File: src/rtl/dadj_pkg.sv
package dadj_pkg;

  typedef enum logic [1:0] {
    ADJ_PK_ADD = 2'b00,
    ADJ_PK_SUB = 2'b01,
    ADJ_UN_ADD = 2'b10,
    ADJ_UN_SUB = 2'b11
  } adj_mode_e;

endpackage

File: src/rtl/dadj_packed.sv
// Two chained corrections for packed digits; the second test sees the
// byte already changed by the first.
module dadj_packed #(
  parameter int DATA_W = 8
) (
  input  logic [DATA_W-1:0] acc_lo,
  input  logic              sub_sel,
  input  logic              carry_in,
  input  logic              aux_in,
  output logic [DATA_W-1:0] acc_out,
  output logic              carry_out,
  output logic              aux_out
);

  localparam int                LO_W       = DATA_W / 2;
  localparam logic [LO_W-1:0]   DIGIT_MAX  = LO_W'(9);
  localparam logic [DATA_W:0]   LOW_FIX    = (DATA_W+1)'(6);
  localparam logic [DATA_W-1:0] HIGH_FIX   = DATA_W'(6) << LO_W;
  localparam logic [DATA_W-1:0] HIGH_LIMIT = (DATA_W'(9) << LO_W) | DATA_W'((1 << LO_W) - 1);

  logic              low_fire;
  logic [DATA_W:0]   low_sum;
  logic [DATA_W-1:0] mid_val;
  logic              mid_carry;
  logic              high_fire;

  always_comb begin
    low_fire  = aux_in || (acc_lo[LO_W-1:0] > DIGIT_MAX);
    low_sum   = sub_sel ? ({1'b0, acc_lo} - LOW_FIX) : ({1'b0, acc_lo} + LOW_FIX);
    mid_val   = low_fire ? low_sum[DATA_W-1:0] : acc_lo;
    mid_carry = carry_in | (low_fire & low_sum[DATA_W]);
    aux_out   = low_fire | aux_in;
    high_fire = mid_carry || (mid_val > HIGH_LIMIT);
    if (high_fire) begin
      acc_out = sub_sel ? (mid_val - HIGH_FIX) : (mid_val + HIGH_FIX);
    end else begin
      acc_out = mid_val;
    end
    carry_out = mid_carry | high_fire;
  end

endmodule

File: src/rtl/dadj_unpacked.sv
// Single-digit correction with a tens adjust into the high byte.
module dadj_unpacked #(
  parameter int DATA_W = 8
) (
  input  logic [DATA_W-1:0] acc_lo,
  input  logic [DATA_W-1:0] acc_hi,
  input  logic              sub_sel,
  input  logic              aux_in,
  output logic [DATA_W-1:0] lo_out,
  output logic [DATA_W-1:0] hi_out,
  output logic              adj_flag
);

  localparam int                LO_W      = DATA_W / 2;
  localparam logic [LO_W-1:0]   DIGIT_MAX = LO_W'(9);
  localparam logic [DATA_W-1:0] LOW_FIX   = DATA_W'(6);
  localparam logic [DATA_W-1:0] ONE       = DATA_W'(1);

  logic              fire;
  logic [DATA_W-1:0] lo_tmp;

  always_comb begin
    fire = aux_in || (acc_lo[LO_W-1:0] > DIGIT_MAX);
    if (fire) begin
      lo_tmp = sub_sel ? (acc_lo - LOW_FIX) : (acc_lo + LOW_FIX);
      hi_out = sub_sel ? (acc_hi - ONE) : (acc_hi + ONE);
    end else begin
      lo_tmp = acc_lo;
      hi_out = acc_hi;
    end
    lo_out   = {{(DATA_W-LO_W){1'b0}}, lo_tmp[LO_W-1:0]};
    adj_flag = fire;
  end

endmodule

File: src/rtl/dadj_flags.sv
// Sign, zero and even-parity of a result byte.
module dadj_flags #(
  parameter int DATA_W = 8
) (
  input  logic [DATA_W-1:0] value,
  output logic              sign_f,
  output logic              zero_f,
  output logic              parity_f
);

  always_comb begin
    sign_f   = value[DATA_W-1];
    zero_f   = (value == '0);
    parity_f = ~^value;
  end

endmodule

File: src/rtl/dec_adjust_unit.sv
module dec_adjust_unit
  import dadj_pkg::*;
#(
  parameter int DATA_W = 8
) (
  input  logic              clk,
  input  logic              rst_n,
  input  logic              in_valid,
  input  logic [1:0]        mode,
  input  logic [DATA_W-1:0] al_i,
  input  logic [DATA_W-1:0] ah_i,
  input  logic              cf_i,
  input  logic              af_i,
  input  logic              sf_i,
  input  logic              zf_i,
  input  logic              pf_i,
  output logic              out_valid,
  output logic [DATA_W-1:0] al_o,
  output logic [DATA_W-1:0] ah_o,
  output logic              cf_o,
  output logic              af_o,
  output logic              sf_o,
  output logic              zf_o,
  output logic              pf_o
);

  localparam int LO_W = DATA_W / 2;

  // reset: asserted at once, released through two flops
  logic rst_meta_n, rst_sync_n;

  always_ff @(posedge clk or negedge rst_n) begin
    if (!rst_n) begin
      rst_meta_n <= 1'b0;
      rst_sync_n <= 1'b0;
    end else begin
      rst_meta_n <= 1'b1;
      rst_sync_n <= rst_meta_n;
    end
  end

  adj_mode_e mode_e;
  logic      sub_sel;
  assign mode_e  = adj_mode_e'(mode);
  assign sub_sel = mode[0];

  logic [DATA_W-1:0] pk_al;
  logic              pk_cf, pk_af;
  logic              pk_sf, pk_zf, pk_pf;
  logic [DATA_W-1:0] un_al, un_ah;
  logic              un_flag;

  dadj_packed #(.DATA_W(DATA_W)) u_packed (
    .acc_lo   (al_i),
    .sub_sel  (sub_sel),
    .carry_in (cf_i),
    .aux_in   (af_i),
    .acc_out  (pk_al),
    .carry_out(pk_cf),
    .aux_out  (pk_af)
  );

  dadj_flags #(.DATA_W(DATA_W)) u_flags (
    .value   (pk_al),
    .sign_f  (pk_sf),
    .zero_f  (pk_zf),
    .parity_f(pk_pf)
  );

  dadj_unpacked #(.DATA_W(DATA_W)) u_unpacked (
    .acc_lo  (al_i),
    .acc_hi  (ah_i),
    .sub_sel (sub_sel),
    .aux_in  (af_i),
    .lo_out  (un_al),
    .hi_out  (un_ah),
    .adj_flag(un_flag)
  );

  // next-state selection
  logic [DATA_W-1:0] nxt_al, nxt_ah;
  logic              nxt_cf, nxt_af, nxt_sf, nxt_zf, nxt_pf;

  always_comb begin
    unique case (mode_e)
      ADJ_PK_ADD, ADJ_PK_SUB: begin
        nxt_al = pk_al;
        nxt_ah = ah_i;
        nxt_cf = pk_cf;
        nxt_af = pk_af;
        nxt_sf = pk_sf;
        nxt_zf = pk_zf;
        nxt_pf = pk_pf;
      end
      default: begin
        nxt_al = un_al;
        nxt_ah = un_ah;
        nxt_cf = un_flag;
        nxt_af = un_flag;
        nxt_sf = sf_i;
        nxt_zf = zf_i;
        nxt_pf = pf_i;
      end
    endcase
  end

  // result registers
  always_ff @(posedge clk or negedge rst_sync_n) begin
    if (!rst_sync_n) begin
      out_valid <= 1'b0;
    end else begin
      out_valid <= in_valid;
    end
  end

  always_ff @(posedge clk or negedge rst_sync_n) begin
    if (!rst_sync_n) begin
      al_o <= '0;
      ah_o <= '0;
      cf_o <= 1'b0;
      af_o <= 1'b0;
      sf_o <= 1'b0;
      zf_o <= 1'b0;
      pf_o <= 1'b0;
    end else if (in_valid) begin
      al_o <= nxt_al;
      ah_o <= nxt_ah;
      cf_o <= nxt_cf;
      af_o <= nxt_af;
      sf_o <= nxt_sf;
      zf_o <= nxt_zf;
      pf_o <= nxt_pf;
    end
  end

  // checks on the registered results against the captured request
  AST_VALID_FOLLOWS: assert property (@(posedge clk) disable iff (!rst_sync_n) in_valid |=> out_valid);
  AST_VALID_DROPS: assert property (@(posedge clk) disable iff (!rst_sync_n) !in_valid |=> !out_valid);
  AST_PK_CARRY_KEPT: assert property (@(posedge clk) disable iff (!rst_sync_n) out_valid && $past(!mode[1] && cf_i) |-> cf_o);
  AST_PK_AUX_KEPT: assert property (@(posedge clk) disable iff (!rst_sync_n) out_valid && $past(!mode[1] && af_i) |-> af_o);
  AST_PK_ZERO_FLAG: assert property (@(posedge clk) disable iff (!rst_sync_n) out_valid && $past(!mode[1]) |-> (zf_o == (al_o == '0)));
  AST_PK_AH_HOLD: assert property (@(posedge clk) disable iff (!rst_sync_n) out_valid && $past(!mode[1]) |-> (ah_o == $past(ah_i)));
  AST_UNPK_HIGH_CLEAR: assert property (@(posedge clk) disable iff (!rst_sync_n) out_valid && $past(mode[1]) |-> (al_o[DATA_W-1:LO_W] == '0));
  AST_UNPK_CF_AF_MATCH: assert property (@(posedge clk) disable iff (!rst_sync_n) out_valid && $past(mode[1]) |-> (cf_o == af_o));
  AST_UNPK_SZP_HOLD: assert property (@(posedge clk) disable iff (!rst_sync_n) out_valid && $past(mode[1]) |-> (sf_o == $past(sf_i) && zf_o == $past(zf_i) && pf_o == $past(pf_i)));

endmodule

File: config.mk
export PLATFORM = sky130hd
export DESIGN_NAME = dec_adjust_unit
export DESIGN_NICKNAME = d
export VERILOG_FILES = /design/src/rtl/dadj_pkg.sv /design/src/rtl/dadj_packed.sv /design/src/rtl/dadj_unpacked.sv /design/src/rtl/dadj_flags.sv /design/src/rtl/dec_adjust_unit.sv
export SDC_FILE = /design/constraint.sdc
export NUM_CORES = 1
export LEC_CHECK = 0
export ABC_AREA = 1
export CAP_MARGIN = 30
export CORE_MARGIN = 2
export CORE_UTILIZATION = 45
export DETAILED_ROUTE_END_ITERATION = 8
export PLACE_DENSITY = 0.85
export SYNTH_ARGS = -nofsm -noshare
export SYNTH_HDL_FRONTEND = slang
export SYNTH_SLANG_ARGS = --single-unit
File: constraint.sdc
create_clock -name clk -period 1.05 [get_ports clk]
set_clock_uncertainty 0.15 [all_clocks]
set_input_delay 0.21 -clock clk [delete_from_list [all_inputs] [get_ports clk]]
set_output_delay 0.21 -clock clk [all_outputs]
set_load 0.01 [all_outputs]
==> results of run 1 <==
-- path summary, 6_finish.rpt --
path                                  from  depth (start not counted)         end
worst max-delay path               mode[0]                         20        pf_o
worst min-delay path            rst_sync_n                          1        cf_o
worst max register to register     al_o[2]                          5     al_o[2]
worst min register to register  rst_sync_n                          1        cf_o
max in group asynchronous            rst_n                          2  rst_sync_n
min in group clk                   al_i[2]                          4     al_o[2]
-- layout make-up --
| type | instances | area [µm²] |
|---|---|---|
| Fill cell | 183 | 458 |
| Sequential cell | 24 | 601 |
| Tap cell | 50 | 62.6 |
| Timing Repair inverter | 1 | 7.51 |
| Timing Repair Buffer | 153 | 1230 |
| Inverter | 43 | 170 |
| Multi-Input combinational cell | 199 | 1460 |
| Clock buffer | 3 | 41.3 |
-- worst reg2reg max path, cell delays in order, from the launching register on --
cell	delay, ns
dfrtp_1	0.40
buf_4	0.14
buf_4	0.12
buf_4	0.13
nand2_1	0.09
o21ai_2	0.07
-- kinds of logic (layout without fill, tap and decap cells) --
group | count (synthesis) | after routing
adders and majority gates | 19 | 19
buffers and inverters | 47 | 200
and+or+nand+nor | 130 | 130
DFF | 24 | 24
xor gates and xnor gates | 7 | 7
other | 1 | 1
AOI/OAI and AO/OA | 42 | 42
-- per-stage QoR --
stage	cells	hold WS (ns)
final	473	0.0932
after global routing	473	0.138
after CTS	459	0.0923
after detailed placement	430	0.0808
after global placement	430	0.0620
after floorplan	270	-0.236
-- repair_timing --
item | CTS | global route
pin swaps | 30 | 19
hold buffers | 1 | 0
endpoints found under the setup margin | 43 | 41
gates resized for setup | 186 | 27
gates cloned | 1 | 0
endpoints found under the hold margin | 2 | 0
buffers inserted | 25 | 15
-- placed cells by master, fill, tap and decap left out, drive strengths merged --
master           n
dlygate4sd2      7
clkinv           1
o211ai           2
clkdlybuf4s50   10
a31oi            1
xor2             4
fa               3
clkdlybuf4s15    3
nor2            21
buf            131
a21oi           13
clkbuf           4
clkinvlp         2
inv             41
dlygate4sd3      1
conb             1
nand3           22
or2              2
nand3b           2
o21ai           24
o21bai           1
a221oi           1
ha              16
xnor2            3
nand4            1
dfrtp           24
nand2           82
-- per-layer routing --
metal	GRT usage	share of wire
met1	0.402	0.37
met3	0.0570	0.087
met2	0.580	0.48
met5	0	0
met4	0.183	0.064
-- registers in the layout, indices dropped and copies added, names as in the netlist --
name / cells
sf_o: 1
out_valid: 1
zf_o: 1
cf_o: 1
al_o: 8
af_o: 1
rst_sync_n: 1
ah_o: 8
rst_meta_n: 1
pf_o: 1
-- where the power goes --
group | internal, mW | switching (mW) | total [mW]
clock | 0.259 | 0.350 | 0.608
combinational | 1.25 | 1.35 | 2.61
sequential | 1.05 | 0.0741 | 1.12
==> flow_metrics.py, run 1 <==
metrics = {
    "die": {
        "start_util": 0.473,
        "die_area_mm2": 0.00477,
        "die_w_um": 69.1,
        "die_y_um": 69.1,
        "coreArea_mm2": 0.00403,
        "rows": 23,
        "io_pins": 48,
    },
    "grt": {
        "grt_use_total": 0.339,
        "grt_overflow_total": 0,
        "grt_pass1_vias": 2727,
        "grt_pass1_wl_um": 13000,
        "grt_max_degree": 23,
        "antenna_found_initial": 0,
    },
    "clocking": {
        "cts_tree": "done",
        "cts-buffers-inserted": 3,
        "root_buffer": "clkbuf_8",
        "clk_pin_slew_ns": 0.10,
        "worstSkewPairLatency_ns": 0.28,
        "cts.sinks": 24,
        "cts_max_level": 1,
        "cts.path.max_buffers": 2,
    },
    "timing": {
        "setup_viol": 41,
        "setup_tns_ns": -21.00,
        "period_needed_ns": 2.92,
        "fin_crit_sh": 2.78,
        "rsz0062_at_grt": "yes",
        "final_max_slew_viol_count": 0,
        "hold_violations": 0,
        "fmax_mhz": 343,
        "setup_ws_ns": -1.87,
    },
    "finish": {
        "final_util": 0.886,
        "drive_above_1_share": 0.496,
        "antenna_cells": 0,
        "fin_area_mm2": 0.00357,
        "area_delta_synth_final_pct": 87.3,
        "final_nets": 470,
    },
    "placement": {
        "dp_slack_ns": -2.23,
        "dp_hpwl_um": 4370,
        "port_buffers": 47,
        "place_congestion": 0.904,
        "dpl-instance-area_mm2": 0.00299,
    },
    "logic_synthesis": {
        "syn_nets": 315,
        "synth-xor-area-share": 0.0322,
        "postSynth.asyncResetShare": 1.00,
        "synth_top_cells_by_area": "dfrtp_1 31%, nand2_1 15%, ha_1 10%",
        "synthFlopType": "dfrtp_1",
        "syn-instance-count": 270,
        "synth_top_area_share": 0.315,
        "synth-compound-area-share": 0.121,
        "synth.most_common_cell": "nand2_1",
        "synth_commonest_cells": "77 x nand2_1, 39 x inv_1, 24 x dfrtp_1",
        "syn_area_mm2": 0.00191,
        "synth_fa_ha_area_frac": 0.136,
        "ys_seq_elements": 24,
        "synth_edf_count": 0,
        "synth.mux.area_fraction": 0,
        "synth_cell_types": 31,
        "avgSynthCellArea_um2": 7.06,
        "ys_warn_count": 0,
        "synth-simple-area-share": 0.299,
        "synth_top_family_by_area": "simple AND/OR/NAND/NOR gates",
        "ys_seq_area_frac": 0.315,
        "yosysTopAreaCell": "dfrtp_1",
    },
    "route": {
        "first_pass_iters": 5,
        "vias": 2788,
        "ant_nets": 0,
        "viasPerCell": 5.89,
        "routed_wl_um": 9970,
        "routedWlPerCell_um": 21.1,
        "route.detailed.drc": 0,
        "drtIter0Drc": 345,
    },
    "worst_setup_path": {
        "path_max_fanout": 8,
        "cp_num_buf_inv": 9,
        "path_delay_family": "buffers and inverters",
        "r2r_slack_ns": -0.15,
        "end_kind": "flop",
        "critPathMaxStageDelay_ns": 0.36,
        "start_kind": "input pin",
        "crit_slowest_cell": "ha_1",
        "cp.arrival_ns": 2.94,
        "path_cells": "buf_8, buf_8, ha_4, nand2_2, buf_4, buf_4, buf_4, buf_4, inv_1, o21ai_1, o21ai_1, inv_1, ha_1, xnor2_1, xnor2_1, inv_1, nand2_1, nand3_1, nand2_1, nand2_1",
        "worstSetupPathType": "input pin to flop",
        "cpMostUsedCell": "buf_4",
        "critPathRequiredTime_ns": 1.07,
    },
    "run": {
        "maxCapViolations": 0,
    },
    "power_and_ir_drop": {
        "power.total_mw": 4.34,
        "leakage_nw": 1.87,
        "vdd_drop_max_uv": 598,
        "power_density_mw_per_mm2": 1210,
    },
    "min_path": {
        "hold_class": "flop to asynchronous set/reset pin",
    },
    "status": {
        "failed_checks": "negative setup slack",
        "status": "complete, but fails checks",
    },
}
Power figures use the tool's default switching activity.
==> run 2, diff against run 1 <==
--- a/config.mk
+++ b/config.mk
@@ -9,6 +9,7 @@
 export CAP_MARGIN = 30
 export CORE_MARGIN = 2
 export CORE_UTILIZATION = 45
+export CTS_CLUSTER_SIZE = 8
 export DETAILED_ROUTE_END_ITERATION = 8
 export PLACE_DENSITY = 0.85
 export SYNTH_ARGS = -nofsm -noshare
==> constraint.sdc (replaced) <==
create_clock -name clk -period 3.13 [get_ports clk]
set_clock_uncertainty 0.15 [all_clocks]
set_input_delay 0.626 -clock clk [delete_from_list [all_inputs] [get_ports clk]]
set_output_delay 0.626 -clock clk [all_outputs]
set_load 0.01 [all_outputs]
==> run 2 against run 1 <==
The flow now finishes without violations. Global-route usage fell by 12 points. Cell count is 16% lower. Wire length down 46%. Critical path depth increased by 2. Non-clock buffer count is 75 lower. Count of clock-buffer cells in the layout did not move. Register-to-register slack improved by 2.2 ns.
==> flow_metrics.py, run 2 (synthesis results as in run 1) <==
metrics = {
    "clocking": {
        "worstSkewPairLatency_ns": 0.27,
        "cts_tree": "done",
        "cts-buffers-inserted": 3,
        "cts.sinks": 24,
        "clk_pin_slew_ns": 0.09,
        "cts_hold_buffers": 0,
        "root_buffer": "clkbuf_8",
        "cts.path.max_buffers": 2,
        "cts_max_level": 1,
    },
    "timing": {
        "fmax_mhz": 327,
        "holdWs_ns": 0.212,
        "fin_crit_sh": 0.976,
        "hold_violations": 0,
        "max-slew-margin-rel": 0.405,
        "setup_ws_ns": 0.0741,
        "final_max_slew_viol_count": 0,
        "tightest_slew_ns": 0.893,
        "period_needed_ns": 3.06,
        "setup_viol": 0,
    },
    "run": {
        "maxCapViolations": 0,
    },
    "route": {
        "drtIter0Drc": 166,
        "viasPerCell": 5.09,
        "first_pass_iters": 5,
        "routedWlPerCell_um": 13.5,
        "route.detailed.drc": 0,
        "vias": 2027,
        "routed_wl_um": 5390,
        "ant_nets": 0,
    },
    "min_path": {
        "hold_class": "flop to flop",
        "whs_path_depth": 0,
        "holdCritStartpoint": "rst_meta_n",
        "whs_endpoint": "rst_sync_n",
    },
    "finish": {
        "fill_cells": 292,
        "fin_area_mm2": 0.00282,
        "largest_registers": "ah_o: 8 flops, al_o: 8 flops",
        "seq_area_um2": 601,
        "multiInputGateArea_mm2": 0.00123,
        "final_common_cell": "nand2_1",
        "antenna_cells": 0,
        "drive_above_1_share": 0.204,
        "final_nets": 394,
        "instances_no_fill": 398,
        "final_cell_mix": "72 x nand2_1, 39 x clkdlybuf4s50_1, 37 x inv_1",
        "area_delta_synth_final_pct": 47.6,
    },
    "die": {
        "coreArea_mm2": 0.00403,
        "io_pins": 48,
        "rows": 23,
        "die_area_mm2": 0.00477,
        "die_w_um": 69.1,
        "die_y_um": 69.1,
        "start_util": 0.473,
    },
    "power_and_ir_drop": {
        "pwr-share-seq": 0.307,
        "combPwrFrac": 0.470,
        "p_int_mw": 0.811,
        "swShare": 0.348,
        "power_density_mw_per_mm2": 442,
        "vdd_drop_max_uv": 237,
        "p_sw_mw": 0.433,
        "leakage_nw": 1.46,
        "pwr-share-clk": 0.223,
    },
    "status": {
        "status": "completed",
    },
    "placement": {
        "dp_hpwl_um": 3780,
        "port_buffers": 47,
        "dpl-instance-area_mm2": 0.00264,
        "place_congestion": 0.901,
        "dp.cells": 392,
        "dp_slack_ns": -0.616,
    },
    "grt": {
        "grt_overflow_total": 0,
        "grt_pass1_vias": 1960,
        "grt_pass1_wl_um": 8800,
        "antenna_found_initial": 0,
        "grt_max_degree": 26,
        "grt_use_total": 0.222,
    },
    "worst_setup_path": {
        "path_max_fanout": 3,
        "worstSetupPathType": "input pin to flop",
        "cp.arrival_ns": 3.07,
        "end_kind": "flop",
        "rr_worst_depth": 0,
        "critPathRequiredTime_ns": 3.14,
        "regToRegStartpoint": "rst_sync_n",
        "rr_endpoint": "zf_o",
        "start_kind": "input pin",
        "r2r_slack_ns": 2.06,
    },
}
## run 2: cell count changes in the layout (fill, tap and decap cells not counted), moves of 7 or more
cell | previous run | this run
clkdlybuf4s50_1 | 10 | 39
buf_6 | 15 | 0
nand2_1 | 65 | 72
buf_4 | 90 | 30
buf_2 | 22 | 0
o21ai_0 | 3 | 17
a21oi_1 | 4 | 11
## run 2: through the flow
| step | power, mW | setup TNS, ns | utilization |
|---|---|---|---|
| 2_1_floorplan | 0.666 | 0 | - |
| 4_1_cts | 1.20 | 0 | 0.687 |
| 3_3_place_gp | 0.892 | -1.79 | 0.655 |
| 5_1_grt | 1.32 | -0.0550 | 0.699 |
| 6_report | 1.24 | 0 | 0.699 |
| 3_5_place_dp | 0.911 | -2.46 | 0.655 |
## run 2: layer usage
metal	up-vias	global-route usage	share of wire
li1	1016	-	-
met1	935	0.278	0.43
met2	64	0.373	0.50
met3	12	0.0409	0.051
met4	0	0.0980	0.018
met5	-	0	0
## run 2: area by class of cell
cell class | count | share of cell area
Multi-Input combinational cell | 199 | 0.437
Timing Repair Buffer | 78 | 0.245
Sequential cell | 24 | 0.213
Inverter | 43 | 0.0573
Tap cell | 50 | 0.0222
Clock buffer | 3 | 0.0147
Clock inverter | 1 | 0.0107
## run 2: critical path, cell delays in order
cell	delay (ns)
dlygate4sd2_1	0.27
ha_4	0.28
nand2_1	0.06
inv_2	0.06
nand3_2	0.09
nand2_1	0.07
nand2_1	0.06
nand3_2	0.08
nand2_2	0.07
fa_2	0.35
xor2_1	0.18
nand3b_1	0.16
nand2_1	0.09
inv_1	0.04
nand2_1	0.05
nand2_1	0.07
nand2_2	0.10
nand2_1	0.08
nand2_1	0.08
nand3_1	0.09
nand2_1	0.08
nand2_1	0.05
## run 2: power groups by stage
stage          sequential (mW)  combinational (mW)  clock, mW
6_report                 0.381               0.585      0.278
4_1_cts                  0.380               0.541      0.278
3_3_place_gp             0.384               0.508          0
3_5_place_dp             0.385               0.527          0
2_1_floorplan            0.402               0.265          0
5_1_grt                  0.387               0.635      0.296
## run 2: how the worst max path moves through the flow
stage | startpoint | to | cells past startpoint
final | al_i[4] | pf_o | 22
after global routing | mode[0] | pf_o | 22
after CTS | mode[0] | pf_o | 23
after detailed placement | mode[0] | pf_o | 23
after global placement | mode[0] | pf_o | 23
after floorplan | mode[0] | pf_o | 23
## run 2: what timing repair did
item / in CTS / in global routing
setup buffers: 0 / 2
pin swaps: 1 / 8
setup endpoints to repair: 4 / 4
gates resized for setup: 16 / 22
==> run 3, diff against run 2 <==
--- a/config.mk
+++ b/config.mk
@@ -7,6 +7,7 @@
 export LEC_CHECK = 0
 export ABC_AREA = 1
 export CAP_MARGIN = 30
+export CORE_ASPECT_RATIO = 0.75
 export CORE_MARGIN = 2
 export CORE_UTILIZATION = 45
 export CTS_CLUSTER_SIZE = 8
==> run 3 against run 2 <==
Design area up 4.8%. Maximum frequency down 4.7%. Worst hold slack worse by 0.0031 ns. Clock power about the same. Non-clock buffer count up 7. Critical path depth unchanged. Total power up 4.2%. Combinational power up 9.1%. Die area up 0.11%. Worst setup slack worse by 0.15 ns. Critical endpoint unchanged. The run now ends with negative setup slack left. Wire length up 22%. Via count up 10%.
==> flow_metrics.py, run 3 (synthesis results as in run 1) <==
metrics = {
    "status": {
        "status": "complete, but fails checks",
        "failed_checks": "negative setup slack",
    },
    "timing": {
        "hold_violations": 0,
        "max-slew-margin-rel": 0.384,
        "holdWs_ns": 0.209,
        "final_max_slew_viol_count": 0,
        "period_needed_ns": 3.21,
        "setup_ws_ns": -0.0762,
        "tightest_slew_ns": 0.924,
        "fin_crit_sh": 1.02,
        "fmax_mhz": 312,
        "setup_viol": 1,
    },
    "grt": {
        "grt_use_total": 0.238,
        "antenna_found_initial": 0,
        "grt_max_degree": 26,
        "grt_pass1_wl_um": 8980,
        "grt_overflow_total": 0,
        "grt_pass1_vias": 1970,
    },
    "power_and_ir_drop": {
        "pwr-share-seq": 0.294,
        "power_density_mw_per_mm2": 439,
        "pwr-share-clk": 0.214,
        "p_int_mw": 0.835,
        "swShare": 0.356,
        "leakage_nw": 1.52,
        "combPwrFrac": 0.492,
        "vdd_drop_max_uv": 305,
        "p_sw_mw": 0.461,
    },
    "finish": {
        "final_cell_mix": "70 x nand2_1, 39 x clkdlybuf4s50_1, 38 x buf_4",
        "drive_above_1_share": 0.231,
        "antenna_cells": 0,
        "fin_area_mm2": 0.00295,
        "final_nets": 401,
        "area_delta_synth_final_pct": 54.7,
        "final_common_cell": "nand2_1",
        "multiInputGateArea_mm2": 0.00128,
        "final_util": 0.727,
        "seq_area_um2": 601,
        "instances_no_fill": 410,
        "fill_cells": 276,
        "largest_registers": "ah_o: 8 flops, al_o: 8 flops",
    },
    "worst_setup_path": {
        "critPathMaxStageDelay_ns": 0.36,
        "path_max_fanout": 4,
        "crit_slowest_cell": "fa_2",
        "cp.arrival_ns": 3.22,
        "cpMostUsedCell": "nand2_1",
        "critPathRequiredTime_ns": 3.14,
        "worstSetupPathType": "input pin to flop",
        "cp_num_buf_inv": 3,
        "start_kind": "input pin",
        "end_kind": "flop",
        "path_cells": "dlygate4sd2_1, ha_4, nand2_1, inv_1, nand3_1, nand2_1, nand2_1, nand3_2, nand2_2, fa_2, xor2_2, nand3b_1, nand2_1, inv_1, nand2_1, nand2_1, nand2_2, nand2_1, nand2_1, nand3_1, nand2_1, nand2_1",
        "path_delay_family": "simple AND/OR/NAND/NOR gates",
    },
    "placement": {
        "place_congestion": 0.890,
        "port_buffers": 47,
        "dp_slack_ns": -0.606,
        "dp.cells": 403,
        "dp_hpwl_um": 3990,
        "dpl-instance-area_mm2": 0.00270,
    },
    "route": {
        "vias": 2229,
        "first_pass_iters": 5,
        "routed_wl_um": 6560,
        "ant_nets": 0,
        "route.detailed.drc": 0,
        "viasPerCell": 5.44,
        "drtIter0Drc": 155,
        "routedWlPerCell_um": 16.0,
    },
    "clocking": {
        "worstSkewPairLatency_ns": 0.27,
        "root_buffer": "clkbuf_8",
        "cts.sinks": 24,
        "cts_hold_buffers": 0,
        "cts_tree": "done",
        "clk_pin_slew_ns": 0.09,
        "cts_max_level": 1,
        "cts-buffers-inserted": 3,
        "cts.path.max_buffers": 2,
    },
    "die": {
        "io_pins": 48,
        "coreArea_mm2": 0.00405,
        "die_y_um": 60.4,
        "start_util": 0.470,
        "die_area_mm2": 0.00478,
        "rows": 20,
        "die_w_um": 79.2,
    },
    "min_path": {
        "hold_class": "flop to flop",
    },
    "run": {
        "maxCapViolations": 0,
    },
}
-- run 3: cell count changes in the layout (fill, tap and decap cells not counted), sizes merged --
cell | previous run | this run
buf | 31 | 40
clkbuf | 8 | 4
clkdlybuf4s15 | 0 | 1
dlygate4sd2 | 1 | 2
-- run 3: metal layers --
layer,track usage,vias up,share of wire
li1,-,1026,-
met5,0,-,0
met4,0.0493,0,0.037
met1,0.313,1037,0.43
met2,0.413,135,0.46
met3,0.0536,31,0.075
-- run 3: worst paths after layout --
kind,endpoint,cells past startpoint,start,slack (ns)
worst max-delay path,pf_o,22,al_i[5],-0.08
worst min-delay path,rst_sync_n,0,rst_meta_n,0.21
worst max register to register,ah_o[0],0,rst_sync_n,2.03
worst min register to register,rst_sync_n,0,rst_meta_n,0.21
max in group asynchronous,ah_o[0],0,rst_sync_n,2.03
min in group asynchronous,ah_o[7],0,rst_sync_n,0.24
-- run 3: area by class of cell --
cell class | count | share of cell area
multi-input combinational | 199 | 0.435
timing repair buffer | 85 | 0.259
sequential | 24 | 0.204
inverter | 43 | 0.0547
tap | 55 | 0.0233
clock buffer | 3 | 0.0140
clock inverter | 1 | 0.0102
-- run 3: metrics by stage --
step           total power, mW  TNS, ns
3_5_place_dp             0.921    -2.48
3_3_place_gp             0.904    -1.83
5_1_grt                   1.37   -0.402
4_1_cts                   1.21        0
6_report                  1.30  -0.0762
2_1_floorplan            0.666        0
-- run 3: power by group through the flow --
stage          clock network, mW  logic (mW)  registers, mW
4_1_cts                    0.278       0.547          0.380
5_1_grt                    0.291       0.691          0.386
3_5_place_dp                   0       0.535          0.386
2_1_floorplan                  0       0.265          0.402
3_3_place_gp                   0       0.519          0.385
6_report                   0.277       0.638          0.381
-- run 3: what timing repair did --
item                                    4_1_cts  5_1_grt
gates resized for setup                      13       35
endpoints found under the setup margin        4        5
pin swaps                                     0       14
gates cloned                                  0        0
buffers inserted                              1        2
